--- config.mk ---
export PLATFORM = sky130hd
export DESIGN_NAME = rx_dma_align
export DESIGN_NICKNAME = d
export VERILOG_FILES = /design/src/rtl/rxda_pkg.sv /design/src/rtl/rxda_cfg.sv /design/src/rtl/rxda_dma_cnt.sv /design/src/rtl/rxda_pad_seq.sv /design/src/rtl/rx_dma_align.sv
export SDC_FILE = /design/constraint.sdc
export NUM_CORES = 1
export LEC_CHECK = 0
export BUFFER_PORTS_ARGS = -buffer_cell sky130_fd_sc_hd__buf_2
export CORE_MARGIN = 4
export CORE_UTILIZATION = 25
export DETAILED_ROUTE_END_ITERATION = 8
export SYNTH_ARGS = -nofsm -noshare
export SYNTH_HDL_FRONTEND = slang
export SYNTH_SLANG_ARGS = --single-unit
--- constraint.sdc ---
create_clock -name clk -period 4.9 [get_ports clk]
set_input_delay 0.98 -clock clk [delete_from_list [all_inputs] [get_ports clk]]
set_output_delay 0.98 -clock clk [all_outputs]
set_load 0.01 [all_outputs]
--- src/rtl/rxda_pkg.sv ---
package rxda_pkg;
    localparam int DATA_W   = 32;
    localparam int CNT_W    = 12;
    localparam int CNT_LO   = 16;
    localparam int ALIGN_LO = 30;
    localparam int POS_W    = 3;

    typedef enum logic [1:0] {
        AL_NONE = 2'b00,
        AL_4DW  = 2'b01,
        AL_8DW  = 2'b10,
        AL_RSVD = 2'b11
    } align_e;

    typedef enum logic [1:0] {
        PS_IDLE = 2'b00,
        PS_DATA = 2'b01,
        PS_PAD  = 2'b10
    } pad_state_e;

    typedef struct packed {
        align_e           align;
        logic [CNT_W-1:0] count;
    } cfg_t;

    function automatic logic [POS_W-1:0] align_mask(align_e a);
        case (a)
            AL_4DW:  return 3'd3;
            AL_8DW:  return 3'd7;
            default: return 3'd0;
        endcase
    endfunction

    function automatic logic [POS_W-1:0] pad_needed(align_e a, logic [POS_W-1:0] n);
        return (3'd0 - n) & align_mask(a);
    endfunction
endpackage

--- src/rtl/rxda_cfg.sv ---
module rxda_cfg
    import rxda_pkg::*;
(
    input  logic              clk,
    input  logic              rst,
    input  logic              we,
    input  logic [DATA_W-1:0] wdata,
    input  logic              busy,
    input  logic              pkt_start,
    output align_e            align_f,
    output logic              err
);
    align_e new_align;
    assign new_align = align_e'(wdata[ALIGN_LO +: 2]);

    always_ff @(posedge clk) begin
        if (rst) begin
            align_f <= AL_NONE;
            err     <= 1'b0;
        end else begin
            if (we) align_f <= new_align;
            if (we && busy && (new_align != align_f))
                err <= 1'b1;
            else if (pkt_start)
                err <= 1'b0;
        end
    end
endmodule

--- src/rtl/rxda_dma_cnt.sv ---
module rxda_dma_cnt
    import rxda_pkg::*;
(
    input  logic             clk,
    input  logic             rst,
    input  logic             load,
    input  logic [CNT_W-1:0] load_val,
    input  logic             dec,
    output logic [CNT_W-1:0] cnt,
    output logic             irq
);
    logic at_one;
    assign at_one = (cnt == CNT_W'(1));

    always_ff @(posedge clk) begin
        if (rst) begin
            cnt <= '0;
            irq <= 1'b0;
        end else if (load) begin
            cnt <= load_val;
            irq <= 1'b0;
        end else if (dec && (cnt != '0)) begin
            cnt <= cnt - CNT_W'(1);
            if (at_one) irq <= 1'b1;
        end
    end
endmodule

--- src/rtl/rxda_pad_seq.sv ---
module rxda_pad_seq
    import rxda_pkg::*;
(
    input  logic   clk,
    input  logic   rst,
    input  logic   rd,
    input  logic   eop,
    input  align_e align_f,
    output logic   busy,
    output logic   pad,
    output logic   last
);
    pad_state_e       state;
    align_e           align_q;
    logic [POS_W-1:0] pos;
    logic [POS_W-1:0] pad_left;

    align_e           cur_align;
    logic [POS_W-1:0] next_pos;
    logic [POS_W-1:0] pad_cnt;

    always_comb begin
        cur_align = (state == PS_IDLE) ? align_f : align_q;
        next_pos  = (state == PS_IDLE) ? POS_W'(1) : pos + POS_W'(1);
        pad_cnt   = pad_needed(cur_align, next_pos);
    end

    assign busy = (state != PS_IDLE);
    assign pad  = (state == PS_PAD);
    assign last = rd && ((pad && (pad_left == POS_W'(1))) ||
                         (!pad && eop && (pad_cnt == '0)));

    always_ff @(posedge clk) begin
        if (rst) begin
            state    <= PS_IDLE;
            align_q  <= AL_NONE;
            pos      <= '0;
            pad_left <= '0;
        end else if (rd) begin
            case (state)
                PS_PAD: begin
                    pad_left <= pad_left - POS_W'(1);
                    if (pad_left == POS_W'(1)) state <= PS_IDLE;
                end
                default: begin
                    if (state == PS_IDLE) align_q <= align_f;
                    pos <= next_pos;
                    if (!eop) begin
                        state <= PS_DATA;
                    end else if (pad_cnt == '0) begin
                        state <= PS_IDLE;
                    end else begin
                        state    <= PS_PAD;
                        pad_left <= pad_cnt;
                    end
                end
            endcase
        end
    end
endmodule

--- src/rtl/rx_dma_align.sv ---
module rx_dma_align
    import rxda_pkg::*;
(
    input  logic              clk,
    input  logic              rst,
    input  logic              cfg_we,
    input  logic [DATA_W-1:0] cfg_wdata,
    output logic [DATA_W-1:0] cfg_rdata,
    input  logic              rd_en,
    input  logic [DATA_W-1:0] fifo_rdata,
    input  logic              fifo_eop,
    output logic [DATA_W-1:0] rd_data,
    output logic              rd_pad,
    output logic              rd_last,
    output logic              dma_irq,
    output logic              align_err
);
    cfg_t   cur;
    align_e align_f;
    logic   busy;

    rxda_cfg u_cfg (
        .clk       (clk),
        .rst       (rst),
        .we        (cfg_we),
        .wdata     (cfg_wdata),
        .busy      (busy),
        .pkt_start (rd_en && !busy),
        .align_f   (align_f),
        .err       (align_err)
    );

    rxda_dma_cnt u_cnt (
        .clk      (clk),
        .rst      (rst),
        .load     (cfg_we),
        .load_val (cfg_wdata[CNT_LO +: CNT_W]),
        .dec      (rd_en),
        .cnt      (cur.count),
        .irq      (dma_irq)
    );

    rxda_pad_seq u_seq (
        .clk     (clk),
        .rst     (rst),
        .rd      (rd_en),
        .eop     (fifo_eop),
        .align_f (align_f),
        .busy    (busy),
        .pad     (rd_pad),
        .last    (rd_last)
    );

    assign cur.align = align_f;

    always_comb begin
        cfg_rdata = '0;
        cfg_rdata[ALIGN_LO +: 2]   = cur.align;
        cfg_rdata[CNT_LO +: CNT_W] = cur.count;
    end

    assign rd_data = rd_pad ? '0 : fifo_rdata;
endmodule

== After elaboration in Yosys (flattened, before gate mapping) ==
Index checks and enable logic that the tools add are counted.
Word-level totals
  word-level logic and storage cells: 60
  bits in registers: 26
  output and inout bits: 68
Cells by class
  reductions and logical operators: 23
  bitwise logic cells: 2
  mux-type cells: 15
  add/sub/neg operators: 4
  eq/ne operators: 8
Operators with widths (number)
  $mux W32: 1
  $mux W12: 2
  $eq A12 B1 Y1 const B: 1
  $mux W3: 4
  $reduce_bool A12 Y1: 1
  $sub A12 B1 Y12 const B: 1
  $mux W2: 5
  $logic_and A1 B1 Y1: 8
  $reduce_bool A2 Y1: 4
  $pmux W3 S2: 1
  $reduce_and A2 Y1: 3
  $eq A2 B2 Y1 const B: 2
  $add A3 B1 Y3 const B: 1
  $and A3 B3 Y3: 1
  $eq A3 B1 Y1 const B: 1
  $logic_not A3 Y1: 1
  $reduce_and A3 Y1: 1
  $sub A1 B3 Y3 const A: 1
  $sub A3 B1 Y3 const B: 1
  $eq A2 B1 Y1 const B: 1
  $logic_not A1 Y1: 2
  $logic_not A2 Y1: 1
  $mux W1: 2
  $ne A2 B1 Y1 const B: 1
  5 further kinds: 5

== Longest topological paths before layout ==
  depth after elaboration: 9
  gate-level depth with buffers: 8
  depth with buffers taken out: 8

== Cells and area by module ==
A second synthesis with hierarchy kept.
Second synthesis, totals
  cells, all modules: 256
  area, all modules: 2129.5 µm²
By module, submodules not included
  rxda_dma_cnt: cells each 96, area an instance 859.6 µm², seq. area each 260.2 µm², times used 1
  rxda_pad_seq: cells each 93, area an instance 778.2 µm², seq. area each 200.2 µm², times used 1
  rx_dma_align: cells each 55, area an instance 367.9 µm², seq. area each 0.0 µm², times used 1
  rxda_cfg: cells each 12, area an instance 123.9 µm², seq. area each 60.1 µm², times used 1

== Worst setup path after synthesis ==
Ideal clock, no wire load.
  kind: flip-flop to output port
  start: register u_seq.state[0]
  end: output port rd_last
  cell stages (with the launch flop): 9
  arrival: 2098 ps
  path slack: 1822 ps
  path buffers: 1
  path through: dfxtp_1 > buf_2 > nor2_1 > mux2_2 > ha_1 > a21oi_1 > a31oi_1 > a22oi_1 > nor2b_1
On the way
  cells in the longest elaborated chain, start to end: 9
  elaborated cells on any way between the ends: 16
Ends and longest elaborated chain
  start: declaration: RTL line rxda_pad_seq.sv:13  | pad_state_e state;
  start signal: assignment: RTL line rxda_pad_seq.sv:35  | state <= PS_IDLE;
  start signal: assignment: RTL line rxda_pad_seq.sv:43  | if (pad_left == POS_W'(1)) state <= PS_IDLE;
  start signal: assignment: RTL line rxda_pad_seq.sv:49  | state <= PS_DATA;
  $logic_not A2 Y1 (*): RTL line rxda_pad_seq.sv:23  | cur_align = (state == PS_IDLE) ? align_f : align_q;
  $mux W2 (*): RTL line rxda_pad_seq.sv:23
  named net u_seq.cur_align[1]: RTL line rxda_pad_seq.sv:18  | align_e cur_align;
  $eq A2 B2 Y1 or $eq A2 B1 Y1 (tied branches): RTL line rxda_pkg.sv:27  | case (a)
  $pmux W3 S2 (*): RTL line rxda_pkg.sv:27
  $and A3 B3 Y3 (*): RTL line rxda_pkg.sv:35  | return (3'd0 - n) & align_mask(a);
  $logic_not A3 Y1 (*): RTL line rxda_pad_seq.sv:31  | (!pad && eop && (pad_cnt == '0)));
  $logic_and A1 B1 Y1 (*): RTL line rxda_pad_seq.sv:31
  $logic_or A1 B1 Y1 (*): RTL line rxda_pad_seq.sv:30  | assign last = rd && ((pad && (pad_left == POS_W'(1))) ||
  $logic_and A1 B1 Y1 (*): RTL line rxda_pad_seq.sv:30
  end: declaration: RTL line rx_dma_align.sv:14  | output logic rd_last,
The timed path passes the listed nets; every way through them passes the cells marked *.

== Final worst setup path ==
Same ends and word-level chain as after synthesis.

==> metrics.yaml <==
yosys-top-cells-area: "dfxtp_1 27%, and2_1 11%, buf_4 7.0%, ha_1 5.2%, nor2_1 3.7%"
start_util_pct: 26.2
grt_max_degree: 41
cts.sinks: 26
cts.repair.resized: 0
grt_pass1_vias: 1923
die-area_um2: 9230
track_usage_pct: 11.9
antenna_found_initial: 0
synthTopCellsByCount: "33 x and2_1, 26 x dfxtp_1, 19 x nor2_1"
ant_nets: 0
first_iter_violations: 32
total_power_mw: 0.590
worst_pin_slew_ns: 0.585
hold_buffers: 0
ios: 137
cp-startpoint: "u_seq.state[0]$_SDFFE_PP0P_"
h-tree-depth: 1
setup_viol: 0
p_seq_share_pct: 41.3
comb_power_share_pct: 34.5
layout_worst_path_cycle_share_pct: 76.3
fin_crit_ns: 3.74
cp_max_fo: 10
cts-root-buf: "clkbuf_8"
synthCells: 251
cap_viol_max_count: 0
grt_pass1_wl_mm: 8.69
fin_area_um2: 2500
syn_avg_cell_area_um2: 7.73
skew_ns: 0.00811
clkPwrFrac_pct: 24.2
pre_cts_ws_ns: 1.47
run_status: "completed"
synthArstFlopShare_pct: 0
finish.utilization_pct: 33.8
hold_viol: 0
power.leakage_nw: 1.17
r2r-start: "u_seq.state[0]$_SDFFE_PP0P_"
drtPass1Iterations: 4
tns_ns: 0
slowest_delay_ns: 0.46
slew-limit-headroom_pct: 60.8
rsz0062_at_grt: "false"
dr_total_vias: 2012
cp-start-kind: "register"
place_hpwl_mm: 4.34
die_x_um: 96.1
power_density_nw_per_um2: 236
die_y_um: 96.1
grt-ovfl-total: 0
synthFlopType: "dfxtp_1"
drive_gt1_share_pct: 32.5
place_congestion: 0.835
drt-wirelength-per-cell_um: 12.6
syn_to_final_growth_pct: 29.0
synth_edf_count: 0
io_buffers: 100
fin_ws_ns: 1.16
crit_chain: "nor2_1, mux2_2, ha_1, a21oi_1, a31oi_1, a22oi_1, nor2b_1, buf_2"
yosysUniqueCellTypes: 48
worstHoldStart: "u_seq.align_q[1]$_SDFFE_PP0P_"
num_rows: 31
cts-buffers-inserted: 3
place_area_um2: 2450
clk_latency_ns: 0.27
syn_area_um2: 1940
synth.top_cell.area_share_pct: 26.8
fin_nets: 420
crit_slowest_cell: "a31oi_1"
core_area_um2: 7410
crit_type: "reg -> out"
p_switching_mw: 0.201
cts_tree: "yes"
clk_pin_slew_worst_paths_ns: 0.09
power_report.internal_total_mw: 0.388
ir_worst_vdd_uv: 93.9
seq_area_frac_synth_pct: 26.8
power_switching_share_pct: 34.1
drc: 0
hold_path.class: "reg -> reg"
yosysWarnings: 0
critPathArrivalTime_ns: 2.76
synth_top_cell_by_area: "dfxtp_1"
diodes: 0
required_ns: 3.92
vias_per_cell: 4.56
end_kind: "output port"
fmaxAchievable_mhz: 267
post_cts_buffers: 0
clock_path_buffers: 2
maxSlewViolCount: 0
ys_seq_elements: 26
yosysMostFrequentCell: "and2_1"
drt-total-wl_mm: 5.57
## layer usage
layer | share of wire [%] | GRT usage (%) | vias to the layer above | wire length, um
li1 | - | - | 1022 | -
met1 | 42 | 14.2 | 884 | 2350
met5 | 0 | 0 | - | 0
met3 | 9.6 | 2.97 | 4 | 536
met4 | 0.48 | 2.13 | 0 | 27
met2 | 48 | 21.7 | 102 | 2660
## flip-flops by register name, indices dropped and copies added, names as in the netlist
name,cells
u_cnt.irq,1
u_seq.state,2
u_seq.align_q,2
u_cfg.align_f,2
u_cfg.err,1
u_cnt.cnt,12
u_seq.pos,3
u_seq.pad_left,3
## per-stage QoR
step | instances | hold slack (ns)
2_1_floorplan | 268 | 0.434
3_3_place_gp | 437 | 0.445
3_5_place_dp | 437 | 0.448
4_1_cts | 441 | 0.462
5_1_grt | 441 | 0.485
6_report | 441 | 0.457
## worst max-delay path: cells and delay by family, from the launching register on
family / cells / cell delay (ns)
AOI/OAI and AO/OA: 3 / 0.65
adders and majority gates: 1 / 0.34
buffers and inverters: 1 / 0.14
DFF: 1 / 0.41
muxes: 1 / 0.40
and+or+nand+nor: 2 / 0.55
## kinds of logic (layout without fill, tap and decap cells)
logic type               Yosys count  in the layout  synth area share [%]
XOR/XNOR                           9              9                  4.77
AO/OA/AOI/OAI                     54             54                  18.5
AND/OR/NAND/NOR                  101            101                  28.5
adder cells (fa/ha/maj)            8              8                  5.16
multiplexers                       7              7                  3.68
flip-flops                        26             26                  26.8
other                              1             18                 0.193
buffers and inverters             45            119                  12.4
## layout by cell type (no fill, tap or decap), types with 4 or more instances in the layout
cell type and n:
a211oi_1 4, a21oi_1 11, a311oi_1 4, a31oi_1 6, and2_1 33, buf_2 100, clkbuf_8 4, conb_1 18
dfxtp_1 26, ha_1 8, inv_1 12, mux2i_1 6, nand2_1 16, nand3_1 7, nor2_1 19, o21ai_0 12
xnor2_1 5
## cell type report
| cell class | count | area [um2] |
|---|---|---|
| timing repair buffer | 101 | 508 |
| sequential | 26 | 520 |
| tap | 99 | 124 |
| inverter | 14 | 52.6 |
| clock buffer | 4 | 55.1 |
| fill | 807 | 4910 |
| multi-input combinational | 197 | 1240 |
## worst paths after layout
kind,slack [ns],to,cells past startpoint
max,1.16,rd_last,8
min,0.46,u_seq.align_q[1]$_SDFFE_PP0P_,2
max reg2reg,2.32,u_seq.pad_left[1]$_SDFFE_PP0P_,7
min reg2reg,0.46,u_seq.align_q[1]$_SDFFE_PP0P_,2
## power groups by stage
stage | Clock (mW) | Sequential [mW] | Combinational, mW
4_1_cts | 0.153 | 0.243 | 0.205
2_1_floorplan | 0 | 0.248 | 0.140
3_5_place_dp | 0 | 0.248 | 0.204
5_1_grt | 0.162 | 0.246 | 0.229
6_report | 0.143 | 0.244 | 0.203
3_3_place_gp | 0 | 0.248 | 0.203
(Power assumes the default switching activity.)
